$ cat config.mk
export PLATFORM = sky130hd
export DESIGN_NAME = fault_status_reporter
export DESIGN_NICKNAME = d
export VERILOG_FILES = /design/src/rtl/fsr_pkg.sv /design/src/rtl/fsr_flag_latch.sv /design/src/rtl/fsr_frame_tracker.sv /design/src/rtl/fault_status_reporter.sv
export SDC_FILE = /design/constraint.sdc
export NUM_CORES = 1
export LEC_CHECK = 0
export ABC_AREA = 1
export BUFFER_PORTS_ARGS = -buffer_cell sky130_fd_sc_hd__clkbuf_2
export CAP_MARGIN = 5
export CORE_ASPECT_RATIO = 0.9
export CORE_MARGIN = 3
export CORE_UTILIZATION = 53
export CTS_CLUSTER_SIZE = 28
export DETAILED_ROUTE_END_ITERATION = 10
export PLACE_DENSITY_LB_ADDON = 0.08
export SETUP_SLACK_MARGIN = 0.4
export SYNTH_ARGS = -nofsm -noshare
export SYNTH_HDL_FRONTEND = slang
export SYNTH_HIERARCHICAL = 1
export SYNTH_SLANG_ARGS = --single-unit
$ cat constraint.sdc
create_clock -name clk -period 1.6 [get_ports clk]
set_input_delay 0.48 -clock clk [delete_from_list [all_inputs] [get_ports clk]]
set_output_delay 0.48 -clock clk [all_outputs]
set_load 0.1 [all_outputs]
$ cat src/rtl/fsr_pkg.sv
package fsr_pkg;
    typedef enum logic [1:0] {
        FT_IDLE   = 2'd0,
        FT_SHIFT  = 2'd1,
        FT_EXCESS = 2'd2
    } ft_state_e;

    localparam int LAT_UNDER = 0;
    localparam int LAT_OVER  = 1;
    localparam int LAT_OT    = 2;
    localparam int LAT_COUNT = 3;
endpackage

$ cat src/rtl/fsr_flag_latch.sv
module fsr_flag_latch (
    input  logic clk,
    input  logic rst_n,
    input  logic set_i,
    input  logic clr_i,
    output logic flag_o
);
    always_ff @(posedge clk) begin
        if (!rst_n)
            flag_o <= 1'b0;
        else if (set_i)
            flag_o <= 1'b1;
        else if (clr_i)
            flag_o <= 1'b0;
    end

    AST_LATCH_HOLD: assert property (@(posedge clk) disable iff (!rst_n)
        (!set_i && !clr_i) |=> $stable(flag_o));
    AST_LATCH_SET: assert property (@(posedge clk) disable iff (!rst_n)
        set_i |=> flag_o);
endmodule

$ cat src/rtl/fsr_frame_tracker.sv
module fsr_frame_tracker
    import fsr_pkg::*;
#(
    parameter int FRAME_BITS     = 8,
    parameter int UNDER_CLR_FALL = 8,
    parameter int OVER_CLR_FALL  = 2,
    parameter int OT_CLR_FALL    = 4
) (
    input  logic clk,
    input  logic rst_n,
    input  logic frm_start_i,
    input  logic frm_end_i,
    input  logic sck_rise_i,
    input  logic sck_fall_i,
    output logic under_set_o,
    output logic over_set_o,
    output logic under_clr_o,
    output logic over_clr_o,
    output logic ot_clr_pt_o
);
    localparam int            CW      = $clog2(FRAME_BITS + 2);
    localparam logic [CW-1:0] CNT_MAX = CW'(FRAME_BITS + 1);

    ft_state_e     state_q, state_d;
    logic [CW-1:0] fall_cnt_q, rise_cnt_q;
    logic          in_frame, ninth_rise;

    assign in_frame   = (state_q != FT_IDLE) && !frm_start_i;
    assign ninth_rise = (state_q == FT_SHIFT) && !frm_start_i && sck_rise_i
                        && (rise_cnt_q == CW'(FRAME_BITS));

    // state register
    always_ff @(posedge clk) begin
        if (!rst_n)
            state_q <= FT_IDLE;
        else
            state_q <= state_d;
    end

    // next state
    always_comb begin
        state_d = state_q;
        unique case (state_q)
            FT_IDLE: begin
                if (frm_start_i) state_d = FT_SHIFT;
            end
            FT_SHIFT: begin
                if (frm_start_i)    state_d = FT_SHIFT;
                else if (frm_end_i) state_d = FT_IDLE;
                else if (ninth_rise) state_d = FT_EXCESS;
            end
            FT_EXCESS: begin
                if (frm_start_i)    state_d = FT_SHIFT;
                else if (frm_end_i) state_d = FT_IDLE;
            end
            default: state_d = FT_IDLE;
        endcase
    end

    // edge counters, saturating one past a full frame
    always_ff @(posedge clk) begin
        if (!rst_n || frm_start_i) begin
            fall_cnt_q <= '0;
            rise_cnt_q <= '0;
        end else if (in_frame) begin
            if (sck_fall_i && fall_cnt_q != CNT_MAX) fall_cnt_q <= fall_cnt_q + 1'b1;
            if (sck_rise_i && rise_cnt_q != CNT_MAX) rise_cnt_q <= rise_cnt_q + 1'b1;
        end
    end

    // outputs
    always_comb begin
        under_set_o = (state_q == FT_SHIFT) && !frm_start_i && frm_end_i
                      && (fall_cnt_q < CW'(FRAME_BITS));
        over_set_o  = ninth_rise;
        under_clr_o = in_frame && sck_fall_i && (fall_cnt_q == CW'(UNDER_CLR_FALL - 1));
        over_clr_o  = in_frame && sck_fall_i && (fall_cnt_q == CW'(OVER_CLR_FALL - 1));
        ot_clr_pt_o = in_frame && sck_fall_i && (fall_cnt_q == CW'(OT_CLR_FALL - 1));
    end

    AST_ONE_CLEAR_POINT: assert property (@(posedge clk) disable iff (!rst_n)
        $onehot0({under_clr_o, over_clr_o, ot_clr_pt_o}));
    AST_OVER_ONCE: assert property (@(posedge clk) disable iff (!rst_n)
        over_set_o |=> !over_set_o);
    AST_NO_SET_IDLE: assert property (@(posedge clk) disable iff (!rst_n)
        (state_q == FT_IDLE && !frm_start_i) |-> !(under_set_o || over_set_o));
endmodule

$ cat src/rtl/fault_status_reporter.sv
module fault_status_reporter
    import fsr_pkg::*;
#(
    parameter int CHANNELS       = 8,
    parameter int FRAME_BITS     = 8,
    parameter int UNDER_CLR_FALL = 8,
    parameter int OVER_CLR_FALL  = 2,
    parameter int OT_CLR_FALL    = 4
) (
    input  logic                clk,
    input  logic                rst_n,
    input  logic [CHANNELS-1:0] sc_flag_i,
    input  logic                ot_i,
    input  logic                stby_i,
    input  logic                frm_start_i,
    input  logic                frm_end_i,
    input  logic                sck_rise_i,
    input  logic                sck_fall_i,
    output logic                status_o
);
    logic under_set, over_set, under_clr, over_clr, ot_clr_pt;
    logic [LAT_COUNT-1:0] lat_set, lat_clr, lat_q;

    fsr_frame_tracker #(
        .FRAME_BITS    (FRAME_BITS),
        .UNDER_CLR_FALL(UNDER_CLR_FALL),
        .OVER_CLR_FALL (OVER_CLR_FALL),
        .OT_CLR_FALL   (OT_CLR_FALL)
    ) u_track (
        .clk        (clk),
        .rst_n      (rst_n),
        .frm_start_i(frm_start_i),
        .frm_end_i  (frm_end_i),
        .sck_rise_i (sck_rise_i),
        .sck_fall_i (sck_fall_i),
        .under_set_o(under_set),
        .over_set_o (over_set),
        .under_clr_o(under_clr),
        .over_clr_o (over_clr),
        .ot_clr_pt_o(ot_clr_pt)
    );

    always_comb begin
        lat_set[LAT_UNDER] = under_set;
        lat_clr[LAT_UNDER] = under_clr;
        lat_set[LAT_OVER]  = over_set;
        lat_clr[LAT_OVER]  = over_clr;
        lat_set[LAT_OT]    = ot_i;
        lat_clr[LAT_OT]    = ot_clr_pt && !ot_i;
    end

    for (genvar g = 0; g < LAT_COUNT; g++) begin : g_lat
        fsr_flag_latch u_lat (
            .clk   (clk),
            .rst_n (rst_n),
            .set_i (lat_set[g]),
            .clr_i (lat_clr[g]),
            .flag_o(lat_q[g])
        );
    end

    assign status_o = (|sc_flag_i) | ot_i | stby_i | (|lat_q);

    AST_SC_LIVE: assert property (@(posedge clk) disable iff (!rst_n)
        (|sc_flag_i) |-> status_o);
    AST_OT_LIVE: assert property (@(posedge clk) disable iff (!rst_n)
        ot_i |-> status_o);
    AST_STBY_SELFTEST: assert property (@(posedge clk) disable iff (!rst_n)
        stby_i |-> status_o);
    AST_UNDER_SHOWS: assert property (@(posedge clk) disable iff (!rst_n)
        under_set |=> status_o);
    AST_OT_SET_WINS: assert property (@(posedge clk) disable iff (!rst_n)
        (ot_i && ot_clr_pt) |=> lat_q[LAT_OT]);
endmodule

# == Yosys cells after proc, flatten, opt, wreduce, memory -nomap -nowiden ==
# Cells that the tools add are included.
# classes
n_addsub,2
n_lt_le_gt_ge,1
n_eq_ne,11
n_mux,13
bitwise_logic,3
reduce_logical,27
# ops
op,n
$logic_and A1 B1 Y1,13
$mux W2,6
$add A4 B1 Y4 const B,2
$ne A4 B4 Y1 const B,2
$reduce_bool A2 Y1,4
$reduce_or A8 Y1,1
$mux W1,6
$pmux W2 S3,1
$eq A4 B1 Y1 const B,1
$eq A4 B2 Y1 const B,1
$eq A4 B3 Y1 const B,1
$eq A4 B4 Y1 const B,1
$lt A4 B4 Y1 const B,1
$ne A4 B3 Y1 const B,1
$reduce_and A2 Y1,2
$logic_not A1 Y1,3
$ne A3 B3 Y1 const B,1
$or A1 B1 Y1,3
$reduce_and A3 Y1,1
$reduce_or A3 Y1,1
$eq A2 B1 Y1 const B,1
$eq A2 B2 Y1 const B,1
$logic_not A2 Y1,1
$ne A2 B2 Y1 const B,1
$logic_or A1 B1 Y1,1
# word_totals
regBits,13
out_inout_bits,1
word_cells,63

# == Depth between registers and ports, before layout ==
# logic_depth
word_depth,8
depth_mapped,9

# == Modules after synthesis ==
# Netlist, hierarchy kept.
# by_module_without_submodules
module,instances,cells_each,area_per_inst_um2,seq_area_each_um2
fsr_frame_tracker,1,102,673.1,200.2
fsr_flag_latch,3,6,43.8,20.0
fault_status_reporter,1,15,58.8,0.0

# == Worst setup path after synthesis ==
# Ideal clock, no wire load.
# synth_path
path_kind,input to output
startpoint,in ot_i
endpoint,out status_o
t_arrival_ns,1.322
path_slack_ns,-0.202
stages,3
n_path_buf,0
cell_sequence,or2_1 -> nor2_1 -> nand2_1
# synth_between
elab_chain_len,3
# synth_rtl
item,line_no,source
"start, declared",fault_status_reporter.sv:13,"input logic ot_i,"
$or A1 B1 Y1 (3 in series),fault_status_reporter.sv:62,assign status_o = (|sc_flag_i) | ot_i | stby_i | (|lat_q);
"end, declared",fault_status_reporter.sv:19,output logic status_o
# No other way between the ends.

# == Worst setup path after layout ==
# Ends and elaborated chain as after synthesis.

==> out/metrics.cfg <==
[status]
status=complete, but fails checks
violations=setup timing

[sta]
max_freq_ghz=0.612
min_period_over_period_pct=102
period_needed_ns=1.63
finalHoldViolCount=0
relSlewSlack_pct=81.3
setup_viol=1
worst_pin_slew_ns=0.280
skew_ns=0.00212
drv_slew=0
rsz0062_at_grt=yes
layout_setup_ws_ns=-0.0328
fin_worst_hold_slack_ns=0.467

[min_path]
hold_path_class=input port to register

[cells_and_area]
drive_above_1_share_pct=44.1
final_common_cell=nand2_1
most-common-layout-cells=23 x nand2_1, 22 x inv_1, 19 x nor2_1
fin_util_pct=78.8
fin_nets=183
antenna_cells=0
area_delta_synth_final_pct=36.7

[routing]
drt_iter0_drc=39
vias_per_cell=5.12
antenna_left=0
drt-total-wl_um=2240
avgRoutedWirePerCell_um=12.2
drc=0
dr.pass1.iters=4
vias=937

[yosys]
yosys_warnings=6
synth_seq_cells=13
synth.distinct_cells=19
syn_inst=135
avgSynthCellArea_um2=6.40
syn-num-nets=156
syn_area_um2=863
synth-seq-area-share_pct=30.1

[floorplan]
core_um2=1500
rows=13
start_util_pct=57.7
fp.dieH_um=44.3
fp.dieW_um=48.5
dieArea_um2=2150
pin_count=17

[clock_tree]
cts_tree=done
cts_buffers=3
cts.clk_slew.worst_paths_ns=0.08
clkSinkCount=13
cts_buffer_depth=2
h-tree-depth=1
root_buffer=clkbuf_4
clk_latency_ns=0.28
cts_hold_buf=0

[grt]
grt_max_degree=8
antenna_found_initial=0
grt_pass1_wl_um=3260
grt-ovfl-total=0
grt_pass1_vias=839
grt_usage_pct=19.5

[power]
p_total_uw=652
peakVddDrop_uv=495
power.density_nw_per_um2=553
leakagePower_uw=0.000525

[placement]
place_hpwl_um=1520
place_congestion=0.747
port_buffers=16

[critical_path]
required_ns=1.12
reg2reg_slack_ns=0.37
crit_type=input port to output pin
cpPeakStageDelay_ns=0.23
slowest_stage=or2_1
crit_chain=clkbuf_2 > or2_1 > nor2_2 > nand2_4 > buf_12
startpoint_type=input port
cp_num_buf_inv=2
worstPathArrival_ns=1.15
cp_max_fo=2
crit_family=simple AND/OR/NAND/NOR gates
end_kind=output pin

[job]
drv_cap=0

-- Yosys cell counts, drive strengths merged --
| master | number | share of area (%) |
|---|---|---|
| nand3 | 10 | 6.4 |
| nor3 | 2 | 1.2 |
| or2 | 1 | 0.73 |
| nand2 | 31 | 15 |
| nand4 | 5 | 3.6 |
| ha | 5 | 7.2 |
| o21ai | 4 | 2.3 |
| inv | 28 | 12 |
| a21oi | 7 | 5.8 |
| xor2 | 1 | 1.0 |
| nor2 | 28 | 14 |
| dfxtp | 13 | 30 |
-- where the power goes --
group	switching [uW]	total, uW	internal (uW)
Sequential	7.81	332	324
Combinational	64.8	112	46.9
Clock	112	208	96.6
-- cell families (layout without fill, tap and decap cells) --
| kind of cell | Yosys count | after routing | share of synthesized area, % |
|---|---|---|---|
| AOI/OAI and AO/OA | 11 | 11 | 8.12 |
| xor gates and xnor gates | 1 | 1 | 1.01 |
| adders and majority gates | 5 | 5 | 7.25 |
| buffers and inverters | 28 | 54 | 12.2 |
| DFF | 13 | 13 | 30.1 |
| and+or+nand+nor | 77 | 77 | 41.3 |
-- stage by stage --
stage / std cells / cell area [um2] / setup WS (ns) / setup TNS (ns)
floorplan: 135 / 873 / 0.102 / 0
global route: 183 / 1180 / -0.0934 / -0.0934
CTS: 179 / 1050 / -0.0438 / -0.0438
global placement: 174 / 1000 / -0.0162 / -0.0162
finish: 183 / 1180 / -0.0328 / -0.0328
detailed placement: 174 / 1000 / -0.0306 / -0.0306
-- path summary, 6_finish.rpt --
check / from / to / depth (start not counted)
max: ot_i / status_o / 5
min: rst_n / g_lat[1].u_lat/flag_o / 3
max reg2reg: u_track/state_q[1] / g_lat[2].u_lat/flag_o / 9
min reg2reg: g_lat[1].u_lat/flag_o / g_lat[1].u_lat/flag_o / 2
-- flip-flops by register name, summed over array words and instances (netlist names) --
register            count
u_track/fall_cnt_q      4
g_lat.u_lat/flag_o      3
u_track/state_q         2
u_track/rise_cnt_q      4
-- area by class of cell --
class / count / area, um2
Inverter: 28 / 105
Clock buffer: 4 / 26.3
Multi-Input combinational cell: 94 / 593
Fill cell: 117 / 317
Timing Repair Buffer: 22 / 144
Tap cell: 22 / 27.5
Sequential cell: 13 / 284
-- worst min-delay path, cell delays in order --
cell and delay [ns]:
clkbuf_2 0.13, inv_1 0.08, a21oi_2 0.03
-- repair_timing --
action	in CTS	in global routing
setup buffers	1	4
resized for setup	10	31
gates cloned	0	0
pin swaps	3	20
setup endpoints to repair	10	12
-- per-layer routing --
layer	part of all wire, %	up-vias	routed length, um	GRT usage [%]
li1	-	467	-	-
met3	4.8	6	107	6.40
met4	1.3	0	29	6.25
met1	41	431	919	22.3
met5	0	-	0	0
met2	53	33	1180	35.2
Note: power is estimated with default switching activity, not from simulation.
